## config.mk

```make
export PLATFORM = sky130hd
export DESIGN_NAME = mctx_lut_cell
export DESIGN_NICKNAME = d
export VERILOG_FILES = /design/src/rtl/mctx_pkg.sv /design/src/rtl/mctx_cfg_store.sv /design/src/rtl/mctx_in_sel.sv /design/src/rtl/mctx_lut_eval.sv /design/src/rtl/mctx_lut_cell.sv
export SDC_FILE = /design/constraint.sdc
export NUM_CORES = 1
export LEC_CHECK = 0
export ABC_AREA = 1
export CAP_MARGIN = 20
export CORE_MARGIN = 1
export CORE_UTILIZATION = 45
export DETAILED_ROUTE_END_ITERATION = 6
export DONT_BUFFER_PORTS = 1
export SETUP_SLACK_MARGIN = 0.02
export SLEW_MARGIN = 20
export SYNTH_ARGS = -nofsm -noshare
export SYNTH_HDL_FRONTEND = slang
export SYNTH_SLANG_ARGS = --single-unit
```

## constraint.sdc

```tcl
create_clock -name clk -period 3.9 [get_ports clk]
set_input_delay 0.39 -clock clk [delete_from_list [all_inputs] [get_ports clk]]
set_output_delay 0.39 -clock clk [all_outputs]
set_load 0.02 [all_outputs]
```

## src/rtl/mctx_pkg.sv

```systemverilog
package mctx_pkg;
   // Layout helpers for the configuration word: truth table, then one
   // select field per LUT input, then the bypass flag.
   function automatic int sel_width(input int n_cand);
      return $clog2(n_cand);
   endfunction

   function automatic int tt_width(input int k);
      return 1 << k;
   endfunction

   function automatic int sel_lsb(input int k, input int idx, input int n_cand);
      return tt_width(k) + idx * sel_width(n_cand);
   endfunction

   function automatic int bypass_pos(input int k, input int n_cand);
      return tt_width(k) + k * sel_width(n_cand);
   endfunction

   function automatic int word_width(input int k, input int n_cand);
      return bypass_pos(k, n_cand) + 1;
   endfunction

   typedef enum logic {
      READ_DIRECT = 1'b0,
      READ_STAGED = 1'b1
   } cfg_read_e;
endpackage

```

## src/rtl/mctx_cfg_store.sv

```systemverilog
module mctx_cfg_store #(
   parameter int NUM_CTX   = 4,
   parameter int WORD_W    = 29,
   parameter bit PIPELINED = 1'b1
) (
   input  logic                       clk,
   input  logic                       rst_n,
   input  logic [$clog2(NUM_CTX)-1:0] rd_ctx,
   input  logic                       wr_en,
   input  logic [$clog2(NUM_CTX)-1:0] wr_ctx,
   input  logic [WORD_W-1:0]          wr_word,
   output logic [WORD_W-1:0]          active_word
);
   localparam mctx_pkg::cfg_read_e MODE =
      PIPELINED ? mctx_pkg::READ_STAGED : mctx_pkg::READ_DIRECT;

   logic [WORD_W-1:0] ctx_mem [NUM_CTX];

   generate
      for (genvar c = 0; c < NUM_CTX; c++) begin : g_ctx
         always_ff @(posedge clk or negedge rst_n) begin
            if (!rst_n)
               ctx_mem[c] <= '0;
            else if (wr_en && (wr_ctx == c[$clog2(NUM_CTX)-1:0]))
               ctx_mem[c] <= wr_word;
         end
      end

      if (MODE == mctx_pkg::READ_STAGED) begin : g_staged
         logic [WORD_W-1:0] stage_q;
         logic [WORD_W-1:0] stage_d;
         // A write aimed at the context being fetched is forwarded so the
         // staged copy never holds a stale word.
         always_comb begin
            if (wr_en && (wr_ctx == rd_ctx))
               stage_d = wr_word;
            else
               stage_d = ctx_mem[rd_ctx];
         end
         always_ff @(posedge clk or negedge rst_n) begin
            if (!rst_n)
               stage_q <= '0;
            else
               stage_q <= stage_d;
         end
         assign active_word = stage_q;
      end else begin : g_direct
         assign active_word = ctx_mem[rd_ctx];
      end
   endgenerate
endmodule

```

## src/rtl/mctx_in_sel.sv

```systemverilog
module mctx_in_sel #(
   parameter int LUT_K    = 4,
   parameter int NUM_CAND = 8
) (
   input  logic [LUT_K*$clog2(NUM_CAND)-1:0] sel_bus,
   input  logic                              fb_bit,
   input  logic [NUM_CAND-2:0]               cand_in,
   output logic [LUT_K-1:0]                  lut_in
);
   localparam int SEL_W = $clog2(NUM_CAND);

   logic [NUM_CAND-1:0] pool;
   assign pool = {cand_in, fb_bit};

   generate
      for (genvar k = 0; k < LUT_K; k++) begin : g_pin
         logic [SEL_W-1:0] code;
         assign code      = sel_bus[k*SEL_W +: SEL_W];
         assign lut_in[k] = pool[code];
      end
   endgenerate
endmodule

```

## src/rtl/mctx_lut_eval.sv

```systemverilog
module mctx_lut_eval #(
   parameter int LUT_K = 4
) (
   input  logic [(1<<LUT_K)-1:0] truth,
   input  logic [LUT_K-1:0]      idx,
   output logic                  value
);
   assign value = truth[idx];
endmodule

```

## src/rtl/mctx_lut_cell.sv

```systemverilog
module mctx_lut_cell #(
   parameter int NUM_CTX   = 4,
   parameter int LUT_K     = 4,
   parameter int NUM_CAND  = 8,
   parameter bit PIPELINED = 1'b1
) (
   input  logic                                           clk,
   input  logic                                           rst_n,
   input  logic [$clog2(NUM_CTX)-1:0]                     ctx_id,
   input  logic [NUM_CAND-2:0]                            cand_in,
   input  logic                                           cfg_we,
   input  logic [$clog2(NUM_CTX)-1:0]                     cfg_ctx,
   input  logic [mctx_pkg::word_width(LUT_K,NUM_CAND)-1:0] cfg_word,
   output logic                                           cell_out
);
   localparam int TT_W   = mctx_pkg::tt_width(LUT_K);
   localparam int SEL_W  = mctx_pkg::sel_width(NUM_CAND);
   localparam int SEL_LO = mctx_pkg::sel_lsb(LUT_K, 0, NUM_CAND);
   localparam int BYP    = mctx_pkg::bypass_pos(LUT_K, NUM_CAND);
   localparam int WORD_W = mctx_pkg::word_width(LUT_K, NUM_CAND);

   generate
      if (NUM_CTX < 2 || (NUM_CTX & (NUM_CTX - 1)) != 0) begin : g_bad_ctx
         $error("NUM_CTX must be a power of two, at least 2");
      end
      if (NUM_CAND < 2 || (NUM_CAND & (NUM_CAND - 1)) != 0) begin : g_bad_cand
         $error("NUM_CAND must be a power of two, at least 2");
      end
      if (LUT_K < 1 || LUT_K > 6) begin : g_bad_k
         $error("LUT_K must lie in 1..6");
      end
   endgenerate

   logic [WORD_W-1:0]      active_word;
   logic [LUT_K-1:0]       lut_in;
   logic                   lut_val;
   logic                   q_reg;

   mctx_cfg_store #(
      .NUM_CTX  (NUM_CTX),
      .WORD_W   (WORD_W),
      .PIPELINED(PIPELINED)
   ) u_store (
      .clk        (clk),
      .rst_n      (rst_n),
      .rd_ctx     (ctx_id),
      .wr_en      (cfg_we),
      .wr_ctx     (cfg_ctx),
      .wr_word    (cfg_word),
      .active_word(active_word)
   );

   mctx_in_sel #(
      .LUT_K   (LUT_K),
      .NUM_CAND(NUM_CAND)
   ) u_sel (
      .sel_bus(active_word[SEL_LO +: LUT_K*SEL_W]),
      .fb_bit (q_reg),
      .cand_in(cand_in),
      .lut_in (lut_in)
   );

   mctx_lut_eval #(
      .LUT_K(LUT_K)
   ) u_lut (
      .truth(active_word[TT_W-1:0]),
      .idx  (lut_in),
      .value(lut_val)
   );

   always_ff @(posedge clk or negedge rst_n) begin
      if (!rst_n)
         q_reg <= 1'b0;
      else
         q_reg <= lut_val;
   end

   assign cell_out = active_word[BYP] ? lut_val : q_reg;
endmodule

```

==> results.md <==
- Outcome: finished clean
- Hpwl dp: 8870 µm
- Synth warn: 0
- Sum Neg Setup Slack: 0 ns
- Antenna cells: 0
- Row cnt: 43
- Relative max-transition margin: 0.426
- Fmax: 412 MHz
- Initial Util: 0.469
- Die height: 123 µm
- Hold endpoint: u_store.active_word[13]$_DFF_PN0_
- Worst R2R Setup Slack: 2.44 ns
- Setup CP Type: reg2out
- HP Class: in2reg
- CP Data Arrival Time: 2.04 ns
- Growth of design area from synthesis to finish: 11.2%
- Largest register FFs: 116
- # nets final: 807
- H-tree depth: 4
- Final period utilization: 0.623
- Wirelength, routed: 15400 µm
- Mean routed wirelength per cell: 16.1 µm
- Most frequent cells in the layout: 186 x nand2_1, 164 x o21ai_0, 146 x dfrtp_1
- Mapped Area: 6620 µm²
- Hold path depth: 2
- First-pass GRT wire length: 25300 µm
- Worst vdd ir: 0.311 mV
- First-pass DRT Iterations: 7
- DRC Markers: 0
- Max Transition Viols Final: 0
- Min cycle time layout: 2.43 ns
- R2R depth: 10
- Post-synthesis mux area share: 0
- Complex-gate fraction of the synthesized area: 0.192
- Post-Synth Simple-Gate Area: 0.193
- Setup Skew: 0.00675 ns
- CTS tree: yes
- Clock root buffer: clkbuf_16
- Seq/Total Area, Yosys: 0.552
- R2r startpoint: u_store.active_word[16]$_DFF_PN0_
- IO Count: 44
- Cell variety after synth: 22
- Total number of vias: 5259
- CTS Sinks: 146
- Worst Path Required: 3.51 ns
- P_leak: 0.00349 µW
- Slew of the pin with the lowest slew margin: 0.862 ns
- Gr ovfl total: 0
- Syn nets: 828
- ANT nets after route: 0
- Die X: 123 µm
- Vias per cell: 5.50
- Placement Setup Slack: 1.92 ns
- Die footprint: 15200 µm²
- Post-Synth XOR/XNOR Area: 0
- Hold Path Origin: cfg_word[13]
- Crit-path max FO: 9
- Initial antenna violation count: 0
- Gr usage total: 0.222
- RSZ-0062 raised after global routing: no
- IO Port Bufs: 0
- Crit end category: output port
- Vias in the first global route: 4886
- Reg2reg end: q_reg$_DFF_PN0_
- Final Setup Violations: 0
- Synthesized area per cell: 8.43 µm²
- Crit path launch type: flip-flop
- Max-cap viol count: 0
- Final Worst Setup Slack: 1.47 ns
- Adder-cell share of the synthesized area: 0
- Largest net degree at the start of global routing: 147
- Core Box Area: 14100 µm²
- Flops & latches, synth: 146
- Post-synthesis cell count: 785
- Largest family of logic cells by synthesized area: simple AND/OR/NAND/NOR gates
- CTS-repair resized insts: 0
- Final hold vios: 0
- TritonCTS buffer count: 17
- Clk_lat worst skew: 0.42 ns
- Worst-path clk slew: 0.06 ns
- Commonest non-fill, non-tap cell in the layout: nand2_1
- RD Place Congestion: 0.846
- PwrDens: 576 nW/µm²
- Share of layout cells above drive strength 1: 0.0759
- Postcts setup bufs: 0
- Max Buffers Root-to-Sink: 2
- DR iter-0 viols: 431
timing repair:
item / in CTS / in global routing
endpoints found under the setup margin: 0 / 0
hold buffers: 2 / 0
endpoints found under the hold margin: 146 / 0
area by class of cell:
cell class / count / area (µm²)
multi-input combinational: 538 / 2580
tap: 180 / 225
clock buffer: 18 / 439
inverter: 53 / 199
timing repair buffer: 8 / 82.6
fill: 1305 / 6740
sequential: 146 / 3650
clock inverter: 14 / 178
cell usage after synthesis:
master    number  area (µm²)
o221ai_2       1        15.0
nand2_4        1        11.3
o21ai_1       22         110
or2_2          1        6.26
a21o_1         2        15.0
dfrtp_1      146        3650
buf_2         18        90.1
o21ai_0      164         821
nand3_4        2        35.0
nor2_1        87         327
nand2_1      186         698
clkbuf_1      26        97.6
a21oi_1       11        55.1
nand3_2        6        60.1
nand3b_1       3        22.5
nand3_1       19        95.1
buf_1          1        3.75
o32ai_1       29         254
inv_1         52         195
inv_2          1        3.75
buf_4          3        22.5
nand2_2        4        25.0
critical path, stage by stage, from the launching register on:
cell	delay (ns)
dfrtp_1	0.45
inv_2	0.10
nand2_1	0.07
nand3_2	0.08
nand3_4	0.13
nand2_4	0.15
nand2_1	0.06
nand2_1	0.07
nand2_1	0.05
nand3_1	0.08
nand3_2	0.07
nand2_2	0.07
nand2_1	0.05
nand2_1	0.18
metal layers:
layer	vias to the layer above	routed length, µm	global-route usage
met5	-	0	0
met4	0	196	0.0783
met3	17	798	0.0503
met2	150	6680	0.318
met1	2530	7720	0.329
li1	2562	-	-
per-stage QoR:
| stage | utilization | instances | area (µm²) | power, µW | hold slack [ns] |
|---|---|---|---|---|---|
| global placement | 0.476 | 923 | 6700 | 2510 | 0.101 |
| finish | 0.522 | 957 | 7360 | 4240 | 0.182 |
| global route | 0.522 | 957 | 7360 | 4480 | 0.183 |
| CTS | 0.522 | 957 | 7360 | 4280 | 0.158 |
| floorplan | - | 785 | 6620 | 2390 | 0.0944 |
| detailed placement | 0.476 | 923 | 6700 | 2540 | 0.101 |
power breakdown:
group | leakage (µW) | internal, µW | total, µW | switching (µW)
clock network | 0.000295 | 1030 | 1700 | 668
logic | 0.00138 | 242 | 640 | 398
registers | 0.00182 | 1760 | 1900 | 141
total | 0.00349 | 3030 | 4240 | 1210
how the worst max path moves through the flow:
stage / from / to / cells after the start
after floorplan: u_store.active_word[16]$_DFF_PN0_ / cell_out / 13
final: u_store.active_word[16]$_DFF_PN0_ / cell_out / 13
after CTS: u_store.active_word[16]$_DFF_PN0_ / cell_out / 13
after global routing: u_store.active_word[16]$_DFF_PN0_ / cell_out / 13
after detailed placement: cand_in[3] / cell_out / 13
after global placement: u_store.active_word[16]$_DFF_PN0_ / cell_out / 13
cell families (layout without fill, tap and decap cells):
| family | Yosys count | in the layout |
|---|---|---|
| AOI/OAI and AO/OA | 229 | 229 |
| buffers and inverters | 101 | 93 |
| DFF | 146 | 146 |
| and+or+nand+nor | 309 | 309 |
Note: power is estimated with default switching activity, not from simulation.
